`config.mk`:
```
export PLATFORM = sky130hd
export DESIGN_NAME = perf_ctr_bank
export DESIGN_NICKNAME = d
export VERILOG_FILES = /design/src/rtl/pcb_pkg.sv /design/src/rtl/pcb_evt_sel.sv /design/src/rtl/pcb_phys_ctr.sv /design/src/rtl/pcb_status.sv /design/src/rtl/perf_ctr_bank.sv
export SDC_FILE = /design/constraint.sdc
export NUM_CORES = 2
export LEC_CHECK = 0
export BUFFER_PORTS_ARGS = -buffer_cell sky130_fd_sc_hd__buf_2
export CAP_MARGIN = 20
export CORE_ASPECT_RATIO = 0.6
export CORE_UTILIZATION = 35
export DETAILED_ROUTE_END_ITERATION = 12
export PLACE_DENSITY = 0.51
export SETUP_SLACK_MARGIN = 0.05
export SYNTH_ARGS = -nofsm -noshare
export SYNTH_HDL_FRONTEND = slang
export SYNTH_SLANG_ARGS = --single-unit
```
`constraint.sdc`:
```
create_clock -name clk -period 3.6 [get_ports clk]
set_input_delay 0.36 -clock clk [delete_from_list [all_inputs] [get_ports clk]]
set_output_delay 0.36 -clock clk [all_outputs]
set_load 0.05 [all_outputs]
```
`src/rtl/pcb_pkg.sv`:
```
`timescale 1ns/1ps
package pcb_pkg;
  localparam int REG_W       = 32;
  // Register addresses
  localparam int ADDR_CTRL   = 0;
  localparam int ADDR_STAT   = 1;
  localparam int ADDR_CTR    = 4;
  localparam int ADDR_CW     = 8;
  // Global control bits
  localparam int G_ENABLE    = 31;
  localparam int G_SATURATE  = 30;
  localparam int G_FREEZE    = 20;
  localparam int G_MODE_HI   = 19;
  localparam int G_MODE_LO   = 18;
  localparam int G_SPLIT_TOP = 24;
  localparam logic [1:0] MODE_ANY = 2'd3;
  // Counter control word bits
  localparam int C_SEL_TOP   = 31;
  localparam int C_INVERT    = 24;
  localparam int C_CYCLES    = 23;
  localparam int C_ENABLE    = 22;
endpackage

```
`src/rtl/pcb_evt_sel.sv`:
```
`timescale 1ns/1ps
module pcb_evt_sel #(
  parameter int EV_W = 64,
  localparam int SEL_W = $clog2(EV_W)
) (
  input  logic [EV_W-1:0]  ev_now,
  input  logic [EV_W-1:0]  ev_prev,
  input  logic [SEL_W-1:0] sel,
  input  logic             invert,
  input  logic             cycles,
  input  logic             enable,
  input  logic             run,
  output logic             inc
);
  logic lvl_now;
  logic lvl_prev;

  always_comb begin
    lvl_now  = ev_now[sel]  ^ invert;
    lvl_prev = ev_prev[sel] ^ invert;
    inc      = run & enable & (cycles ? lvl_now : (lvl_now & ~lvl_prev));
  end
endmodule

```
`src/rtl/pcb_phys_ctr.sv`:
```
`timescale 1ns/1ps
module pcb_phys_ctr #(
  parameter int CTR_W = 32,
  localparam int HALF = CTR_W / 2
) (
  input  logic             clk,
  input  logic             rst_n,
  input  logic             split,
  input  logic             saturate,
  input  logic             inc_hi,
  input  logic             inc_lo,
  input  logic             park_we,
  input  logic [CTR_W-1:0] park_data,
  input  logic             commit,
  output logic [CTR_W-1:0] view,
  output logic             ovf_hi,
  output logic             ovf_lo
);
  localparam logic [CTR_W-1:0] F_NEAR = {{(CTR_W-1){1'b1}}, 1'b0};
  localparam logic [HALF-1:0]  H_NEAR = {{(HALF-1){1'b1}}, 1'b0};

  logic [CTR_W-1:0] live_q, live_d;
  logic [CTR_W-1:0] park_q;
  logic             held_q, held_d;
  logic [HALF-1:0]  hi_q, lo_q, hi_d, lo_d;
  logic             do_load;

  assign hi_q    = live_q[CTR_W-1:HALF];
  assign lo_q    = live_q[HALF-1:0];
  assign do_load = commit & held_q;

  // Next-state
  always_comb begin
    live_d = live_q;
    hi_d   = hi_q;
    lo_d   = lo_q;
    ovf_hi = 1'b0;
    ovf_lo = 1'b0;
    held_d = held_q;
    if (do_load) begin
      live_d = park_q;
      held_d = 1'b0;
    end else if (!split) begin
      if (inc_hi) begin
        if (saturate) begin
          if (!(&live_q)) live_d = live_q + 1'b1;
          ovf_hi = (live_q == F_NEAR);
        end else begin
          live_d = live_q + 1'b1;
          ovf_hi = &live_q;
        end
      end
    end else begin
      if (inc_hi) begin
        if (saturate) begin
          if (!(&hi_q)) hi_d = hi_q + 1'b1;
          ovf_hi = (hi_q == H_NEAR);
        end else begin
          hi_d   = hi_q + 1'b1;
          ovf_hi = &hi_q;
        end
      end
      if (inc_lo) begin
        if (saturate) begin
          if (!(&lo_q)) lo_d = lo_q + 1'b1;
          ovf_lo = (lo_q == H_NEAR);
        end else begin
          lo_d   = lo_q + 1'b1;
          ovf_lo = &lo_q;
        end
      end
      live_d = {hi_d, lo_d};
    end
    if (park_we) held_d = 1'b1;
  end

  // Registers
  always_ff @(posedge clk or negedge rst_n) begin
    if (!rst_n) begin
      live_q <= '0;
      held_q <= 1'b0;
    end else begin
      live_q <= live_d;
      held_q <= held_d;
    end
  end

  always_ff @(posedge clk or negedge rst_n) begin
    if (!rst_n)       park_q <= '0;
    else if (park_we) park_q <= park_data;
  end

  assign view = held_q ? park_q : live_q;

  AST_PARK_VISIBLE: assert property (@(posedge clk) disable iff (!rst_n)
    park_we |=> view == $past(park_data));
  AST_COMMIT_LOAD: assert property (@(posedge clk) disable iff (!rst_n)
    do_load |=> live_q == $past(park_q));
  AST_HOLD_AT_MAX: assert property (@(posedge clk) disable iff (!rst_n)
    (!split && saturate && (&live_q) && !do_load) |=> (&live_q));
  AST_IDLE_STABLE: assert property (@(posedge clk) disable iff (!rst_n)
    (!inc_hi && !inc_lo && !do_load) |=> $stable(live_q));
endmodule

```
`src/rtl/pcb_status.sv`:
```
`timescale 1ns/1ps
module pcb_status #(
  parameter int N_LOG = 8
) (
  input  logic             clk,
  input  logic             rst_n,
  input  logic [N_LOG-1:0] ovf,
  input  logic             rd_clr,
  input  logic             mask_we,
  input  logic [N_LOG-1:0] mask_data,
  output logic [N_LOG-1:0] pend,
  output logic             irq
);
  logic [N_LOG-1:0] pend_q, pend_d;
  logic [N_LOG-1:0] mask_q;

  always_comb pend_d = (rd_clr ? '0 : pend_q) | ovf;

  always_ff @(posedge clk or negedge rst_n) begin
    if (!rst_n) pend_q <= '0;
    else        pend_q <= pend_d;
  end

  always_ff @(posedge clk or negedge rst_n) begin
    if (!rst_n)       mask_q <= '0;
    else if (mask_we) mask_q <= mask_data;
  end

  assign pend = pend_q;
  assign irq  = |(pend_q & mask_q);

  AST_READ_CLEARS: assert property (@(posedge clk) disable iff (!rst_n)
    (rd_clr && ovf == '0) |=> pend == '0);
  AST_FLAG_STICKS: assert property (@(posedge clk) disable iff (!rst_n)
    (!rd_clr) |=> (pend & $past(pend_q)) == $past(pend_q));
  AST_OVF_RECORDED: assert property (@(posedge clk) disable iff (!rst_n)
    (ovf != '0) |=> (pend & $past(ovf)) == $past(ovf));
endmodule

```
`src/rtl/perf_ctr_bank.sv`:
```
`timescale 1ns/1ps
module perf_ctr_bank
  import pcb_pkg::*;
#(
  parameter int N_PHYS = 4,
  parameter int EV_W   = 64,
  parameter int ADDR_W = 5
) (
  input  logic              clk,
  input  logic              rst_n,
  input  logic              bus_wr,
  input  logic              bus_rd,
  input  logic [ADDR_W-1:0] bus_addr,
  input  logic [REG_W-1:0]  bus_wdata,
  output logic [REG_W-1:0]  bus_rdata,
  input  logic [EV_W-1:0]   ev_in,
  input  logic [1:0]        priv_mode,
  output logic              irq
);
  localparam int N_LOG = 2 * N_PHYS;
  localparam int SEL_W = $clog2(EV_W);
  localparam logic [ADDR_W-1:0] A_CTRL = ADDR_W'(ADDR_CTRL);
  localparam logic [ADDR_W-1:0] A_STAT = ADDR_W'(ADDR_STAT);
  localparam logic [ADDR_W-1:0] A_CTR  = ADDR_W'(ADDR_CTR);
  localparam logic [ADDR_W-1:0] A_CW   = ADDR_W'(ADDR_CW);

  logic [REG_W-1:0] ctrl_q;
  logic [REG_W-1:0] cw_q [N_LOG];
  logic [EV_W-1:0]  ev_prev_q;
  logic [REG_W-1:0] ctr_view [N_PHYS];
  logic [N_LOG-1:0] inc, ovf, pend, mask_data, cw_we;
  logic [N_PHYS-1:0] park_we;
  logic [REG_W-1:0] stat_word;
  logic             ctrl_we, stat_we, stat_rd, commit, run;
  logic [1:0]       mode;

  // Bus decode
  assign ctrl_we = bus_wr & (bus_addr == A_CTRL);
  assign stat_we = bus_wr & (bus_addr == A_STAT);
  assign stat_rd = bus_rd & (bus_addr == A_STAT);
  assign commit  = ctrl_we & bus_wdata[G_ENABLE];

  // Gating
  assign mode = ctrl_q[G_MODE_HI:G_MODE_LO];
  assign run  = ctrl_q[G_ENABLE] & ~ctrl_q[G_FREEZE] &
                ((mode == MODE_ANY) | (mode == priv_mode));

  // Global control and previous event vector
  always_ff @(posedge clk or negedge rst_n) begin
    if (!rst_n)       ctrl_q <= '0;
    else if (ctrl_we) ctrl_q <= bus_wdata;
  end

  always_ff @(posedge clk or negedge rst_n) begin
    if (!rst_n) ev_prev_q <= '0;
    else        ev_prev_q <= ev_in;
  end

  // Logical counters: control words and event selection
  for (genvar k = 0; k < N_LOG; k++) begin : g_log
    assign cw_we[k] = bus_wr & (bus_addr == A_CW + ADDR_W'(k));

    always_ff @(posedge clk or negedge rst_n) begin
      if (!rst_n)         cw_q[k] <= '0;
      else if (cw_we[k])  cw_q[k] <= bus_wdata;
    end

    pcb_evt_sel #(.EV_W(EV_W)) u_sel (
      .ev_now (ev_in),
      .ev_prev(ev_prev_q),
      .sel    (cw_q[k][C_SEL_TOP -: SEL_W]),
      .invert (cw_q[k][C_INVERT]),
      .cycles (cw_q[k][C_CYCLES]),
      .enable (cw_q[k][C_ENABLE]),
      .run    (run),
      .inc    (inc[k])
    );

    assign mask_data[k] = bus_wdata[REG_W-1-k];
  end

  // Physical counters
  for (genvar n = 0; n < N_PHYS; n++) begin : g_phys
    assign park_we[n] = bus_wr & (bus_addr == A_CTR + ADDR_W'(n));

    pcb_phys_ctr #(.CTR_W(REG_W)) u_ctr (
      .clk      (clk),
      .rst_n    (rst_n),
      .split    (ctrl_q[G_SPLIT_TOP - n]),
      .saturate (ctrl_q[G_SATURATE]),
      .inc_hi   (inc[n]),
      .inc_lo   (inc[n + N_PHYS]),
      .park_we  (park_we[n]),
      .park_data(bus_wdata),
      .commit   (commit),
      .view     (ctr_view[n]),
      .ovf_hi   (ovf[n]),
      .ovf_lo   (ovf[n + N_PHYS])
    );
  end

  pcb_status #(.N_LOG(N_LOG)) u_stat (
    .clk      (clk),
    .rst_n    (rst_n),
    .ovf      (ovf),
    .rd_clr   (stat_rd),
    .mask_we  (stat_we),
    .mask_data(mask_data),
    .pend     (pend),
    .irq      (irq)
  );

  // Read mux
  always_comb begin
    stat_word = '0;
    for (int k = 0; k < N_LOG; k++) stat_word[REG_W-1-k] = pend[k];
  end

  always_comb begin
    bus_rdata = '0;
    if (bus_addr == A_CTRL) bus_rdata = ctrl_q;
    if (bus_addr == A_STAT) bus_rdata = stat_word;
    for (int n = 0; n < N_PHYS; n++)
      if (bus_addr == A_CTR + ADDR_W'(n)) bus_rdata = ctr_view[n];
    for (int k = 0; k < N_LOG; k++)
      if (bus_addr == A_CW + ADDR_W'(k)) bus_rdata = cw_q[k];
  end

  AST_FREEZE_HOLDS: assert property (@(posedge clk) disable iff (!rst_n)
    ctrl_q[G_FREEZE] |-> inc == '0);
  AST_DISABLED_HOLDS: assert property (@(posedge clk) disable iff (!rst_n)
    !ctrl_q[G_ENABLE] |-> inc == '0);
  AST_OVF_NEEDS_INC: assert property (@(posedge clk) disable iff (!rst_n)
    (ovf & ~inc) == '0);
endmodule

```
==> report_table.html <==
<table>
<tr><th>Metric</th><th>Value</th></tr>
<tr><th colspan="2">Detailed routing</th></tr>
<tr><td>Mean routed wirelength per cell</td><td>32.6 um</td></tr>
<tr><td>DRC violations left</td><td>0</td></tr>
<tr><td>Number of iterations in the first detailed-routing pass</td><td>6</td></tr>
<tr><td>Via density per instance</td><td>6.19</td></tr>
<tr><td>Number of routed nets with antenna violations</td><td>0</td></tr>
<tr><td>Total number of vias</td><td>34011</td></tr>
<tr><td>Routed WL</td><td>179000 um</td></tr>
<tr><td>First-iteration detailed-routing DRC count</td><td>4478</td></tr>
<tr><th colspan="2">Worst hold path</th></tr>
<tr><td>Start point of the worst hold path</td><td>ev_in[51]</td></tr>
<tr><td>Class of the most critical hold timing path</td><td>in2reg</td></tr>
<tr><td>Worst Hold Path EP</td><td>ev_prev_q[51]</td></tr>
<tr><td>Number of cells on the worst hold path</td><td>2</td></tr>
<tr><th colspan="2">Critical path</th></tr>
<tr><td>Internal reg-to-reg setup slack</td><td>-230 ps</td></tr>
<tr><td>Biggest fanout along the worst timing path</td><td>16</td></tr>
<tr><td>Launch instance of the worst register-to-register path</td><td>ev_prev_q[37]</td></tr>
<tr><td>Arrival time of the worst setup path</td><td>4370 ps</td></tr>
<tr><td>Reg2reg end</td><td>g_phys[3].u_ctr.live_q[13]</td></tr>
<tr><td>Stage delay of the slowest cell on the critical path</td><td>580 ps</td></tr>
<tr><td>Number of cells on the worst reg-to-reg path</td><td>14</td></tr>
<tr><td>Setup crit start kind</td><td>flip-flop</td></tr>
<tr><td>Worst path cell trace</td><td>buf_4 &gt; mux4_2 &gt; mux4_2 &gt; mux2i_4 &gt; buf_6 &gt; xor2_1 &gt; or3_1 &gt; o2111a_2 &gt; a31o_4 &gt; a22oi_2 &gt; buf_12 &gt; nor3_1 &gt; xnor2_1 &gt; o21ai_1</td></tr>
<tr><td>Most frequent cell on the critical path</td><td>sky130_fd_sc_hd__mux4_2</td></tr>
<tr><td>Data required time at the worst endpoint</td><td>4130 ps</td></tr>
<tr><td>Nature of the critical path endpoint</td><td>flip-flop</td></tr>
<tr><td>Critical setup path kind</td><td>reg2reg</td></tr>
<tr><td>Cell with the largest stage delay on the worst path</td><td>sky130_fd_sc_hd__mux4_2</td></tr>
<tr><th colspan="2">Logic synthesis</th></tr>
<tr><td>Primary FF master, synth</td><td>sky130_fd_sc_hd__dfrtp_1</td></tr>
<tr><td>Sequential element share of the synthesized area</td><td>0.402</td></tr>
<tr><td>Number of storage elements in the synthesis netlist</td><td>628</td></tr>
<tr><td>Number of synthesized flops with an enable pin</td><td>0</td></tr>
<tr><td>Distinct cell type count of the synthesized netlist</td><td>82</td></tr>
<tr><td>Mean area per synthesized cell</td><td>11.6 um2</td></tr>
<tr><td>Yosys Warn Count</td><td>0</td></tr>
<tr><td>Synthesized Nets</td><td>3503</td></tr>
<tr><td>Summed instance area of the synthesized netlist</td><td>39100 um2</td></tr>
<tr><td>Async set or reset register ratio after synthesis</td><td>1.00</td></tr>
<tr><td>Count of mapped cells out of synthesis</td><td>3380</td></tr>
<tr><th colspan="2">Global route</th></tr>
<tr><td>Antenna violations before repair</td><td>18</td></tr>
<tr><td>Number of global-route vias before repair</td><td>31796</td></tr>
<tr><td>Pin count of the biggest net entering global routing</td><td>102</td></tr>
<tr><td>Global-route wire length before repair</td><td>250000 um</td></tr>
<tr><td>Total grt overflow</td><td>0</td></tr>
<tr><td>All-layer global routing usage</td><td>0.312</td></tr>
<tr><th colspan="2">Clocking</th></tr>
<tr><td>Clock slew seen by the registers of the worst setup and hold paths</td><td>80 ps</td></tr>
<tr><td>Number of clock sinks</td><td>628</td></tr>
<tr><td>Cell at the root of the clock tree</td><td>sky130_fd_sc_hd__clkbuf_16</td></tr>
<tr><td>Clk_lat worst skew</td><td>680 ps</td></tr>
<tr><td>Number of buffers inserted during clock tree synthesis</td><td>68</td></tr>
<tr><td>Clock Tree Buf Depth</td><td>3</td></tr>
<tr><td>CTS tree</td><td>yes</td></tr>
<tr><td>H-tree Lvls</td><td>3</td></tr>
<tr><th colspan="2">Die</th></tr>
<tr><td>Die Outline Area</td><td>113000 um2</td></tr>
<tr><td># rows</td><td>94</td></tr>
<tr><td>Initial core utilization</td><td>0.355</td></tr>
<tr><td>Die width</td><td>434 um</td></tr>
<tr><td>Height of the die</td><td>261 um</td></tr>
<tr><td>Area inside the core boundary</td><td>110000 um2</td></tr>
<tr><td>I/O Pins</td><td>140</td></tr>
<tr><th colspan="2">Pwr</th></tr>
<tr><td>Internal power component</td><td>0.0175 W</td></tr>
<tr><td>Pwr per Cell Area</td><td>537 nW/um2</td></tr>
<tr><td>Relative contribution of the clock network to total power</td><td>0.283</td></tr>
<tr><td>Static Leakage</td><td>21.3 nW</td></tr>
<tr><td>Overall power consumption</td><td>0.0271 W</td></tr>
<tr><td>Switching power</td><td>0.00967 W</td></tr>
<tr><td>Combinational share of power</td><td>0.369</td></tr>
<tr><td>Net switching share of the total power</td><td>0.356</td></tr>
<tr><td>Fraction of power consumed by sequential logic</td><td>0.348</td></tr>
<tr><td>Largest vdd supply drop</td><td>0.000308 V</td></tr>
<tr><th colspan="2">Placed design</th></tr>
<tr><td>PortBufs</td><td>139</td></tr>
<tr><td>Worst-case setup slack after placement</td><td>-584 ps</td></tr>
<tr><td>Last weighted congestion value of the routability-driven placer</td><td>1.07</td></tr>
<tr><td>Detailed placer's ending HPWL</td><td>134000 um</td></tr>
<tr><td>Placed Area</td><td>45600 um2</td></tr>
<tr><th colspan="2">Timing</th></tr>
<tr><td>Final setup fails</td><td>108</td></tr>
<tr><td>Final setup TNS</td><td>-10570 ps</td></tr>
<tr><td>Worst slew pin tran</td><td>1090 ps</td></tr>
<tr><td>Crit path time final</td><td>3830 ps</td></tr>
<tr><td>Max-slew violation count</td><td>0</td></tr>
<tr><td>Max Clock Skew</td><td>38.6 ps</td></tr>
<tr><td>Final worst-path cycle share</td><td>1.06</td></tr>
<tr><td>Relative slew margins</td><td>0.273</td></tr>
<tr><td>Maximum operating frequency</td><td>261 MHz</td></tr>
<tr><td>Hold slack final</td><td>49.5 ps</td></tr>
<tr><td>Setup WS post-layout</td><td>-233 ps</td></tr>
<tr><td>Hold violation total from the final report</td><td>0</td></tr>
<tr><td>Setup repair after global routing missed its margin</td><td>yes</td></tr>
<tr><th colspan="2">Run status</th></tr>
<tr><td>Violated checks</td><td>negative setup slack</td></tr>
<tr><td>Result of the run</td><td>finished, violations left</td></tr>
<tr><th colspan="2">Cells and area</th></tr>
<tr><td>Layout filler cell count</td><td>10098</td></tr>
<tr><td>Net count of the finished layout</td><td>4067</td></tr>
<tr><td>Proportion of layout cells with a drive suffix above 1</td><td>0.455</td></tr>
<tr><td>Total non-filler cell area in the finished layout</td><td>50500 um2</td></tr>
<tr><td>Syn-to-layout area delta</td><td>29.0%</td></tr>
<tr><th colspan="2">Job</th></tr>
<tr><td>Max Cap Viol</td><td>0</td></tr>
</table>
[power by group through the flow]
stage,Clock (W),Combinational [W],Sequential [W]
2_1_floorplan,0,0.00509,0.00893
3_3_place_gp,0,0.00864,0.00947
3_5_place_dp,0,0.00867,0.00949
4_1_cts,0.00779,0.00919,0.00939
5_1_grt,0.00807,0.0103,0.00958
6_report,0.00767,0.0100,0.00945
[cell families (layout without fill, tap and decap cells)]
group | count (synthesis) | after routing | synth area share
other | 0 | 8 | 0
DFF | 628 | 628 | 0.402
AOI/OAI and AO/OA | 573 | 574 | 0.0972
xor gates and xnor gates | 108 | 108 | 0.0242
muxes | 964 | 964 | 0.343
adders and majority gates | 16 | 16 | 0.00511
and+or+nand+nor | 772 | 772 | 0.0953
buffers and inverters | 319 | 933 | 0.0334
[cells in the final DEF, fill, tap and decap left out, types with 74 or more instances in the layout]
master and count:
sky130_fd_sc_hd__nand3_1 87, sky130_fd_sc_hd__mux4_2 254, sky130_fd_sc_hd__buf_12 80, sky130_fd_sc_hd__dfrtp_1 613, sky130_fd_sc_hd__nor2_1 128, sky130_fd_sc_hd__mux2_2 463
sky130_fd_sc_hd__buf_2 121, sky130_fd_sc_hd__a21oi_1 107, sky130_fd_sc_hd__buf_4 489, sky130_fd_sc_hd__mux2i_1 210, sky130_fd_sc_hd__nand2_1 238, sky130_fd_sc_hd__clkbuf_16 74
sky130_fd_sc_hd__o21ai_1 82
[synthesized netlist by cell type, drive strengths merged, types with 24 or more instances]
cell type	number	share of area
nand3	108	0.014
nor2b	36	0.0058
mux2	474	0.14
a221oi	38	0.0085
and3	33	0.0053
o21ai	157	0.020
o22ai	47	0.0075
nand4	41	0.0066
nand2	259	0.025
nor2	151	0.015
nor3	34	0.0043
buf	106	0.013
mux2i	235	0.060
mux4	255	0.15
a21oi	119	0.016
a22oi	60	0.012
dfrtp	628	0.40
xor2	58	0.013
inv	40	0.0038
xnor2	50	0.011
nor4	24	0.0042
clkbuf	172	0.017
[timing repair]
action,CTS,global route
setup buffers,31,35
hold endpoints to repair,72,0
gates cloned,4,2
pin swaps,75,52
hold buffers,28,0
endpoints found under the setup margin,148,146
resized for setup,222,163
[how the worst max path moves through the flow]
| stage | start | to | slack, ps | cells past startpoint |
|---|---|---|---|---|
| 6_report | ev_prev_q[37] | g_phys[3].u_ctr.live_q[13] | -230 | 14 |
| 5_1_grt | cw_q[251] | g_phys[0].u_ctr.live_q[26] | -300 | 12 |
| 4_1_cts | cw_q[251] | g_phys[0].u_ctr.live_q[26] | -170 | 13 |
| 3_5_place_dp | cw_q[251] | g_phys[0].u_ctr.live_q[26] | -580 | 14 |
| 3_3_place_gp | cw_q[251] | g_phys[0].u_ctr.live_q[26] | -550 | 14 |
| 2_1_floorplan | bus_addr[0] | bus_rdata[9] | 50 | 10 |
[worst max-delay path: cells and delay by family, from the launching register on]
family          cells  cell delay (ps)
buf+inv             3              540
flops               1              500
simple gates        2              380
xor+xnor            2              270
mux                 3             1330
compound gates      4              660
[through the flow]
step	util	std cells
2_1_floorplan	-	3380
3_3_place_gp	0.414	5268
3_5_place_dp	0.414	5268
4_1_cts	0.449	5450
5_1_grt	0.458	5487
6_report	0.458	5491
[state kept, by name, indices dropped and copies added (netlist names)]
name and cells:
g_phys.u_ctr.held_q 4, u_stat.mask_q 8, g_phys.u_ctr.park_q 128, ev_prev_q 64, cw_q 256, u_stat.pend 8
g_phys.u_ctr.live_q 128, ctrl_q 32
[metal layers]
| metal | GRT usage | vias up | part of all wire |
|---|---|---|---|
| li1 | - | 14022 | - |
| met1 | 0.492 | 17583 | 0.47 |
| met2 | 0.354 | 2177 | 0.35 |
| met3 | 0.167 | 217 | 0.16 |
| met4 | 0.0529 | 12 | 0.016 |
| met5 | 0.0475 | - | 0.0048 |
[cell type report]
class | count | area [um2] | share of cell area
Clock buffer | 92 | 1980 | 0.0392
Sequential cell | 628 | 15700 | 0.312
Tap cell | 1488 | 1860 | 0.0369
Multi-Input combinational cell | 2434 | 23500 | 0.465
Clock inverter | 29 | 398 | 0.00788
Inverter | 41 | 154 | 0.00305
Antenna cell | 8 | 20.0 | 0.000397
Timing Repair Buffer | 771 | 6880 | 0.136
(Power assumes the default switching activity.)
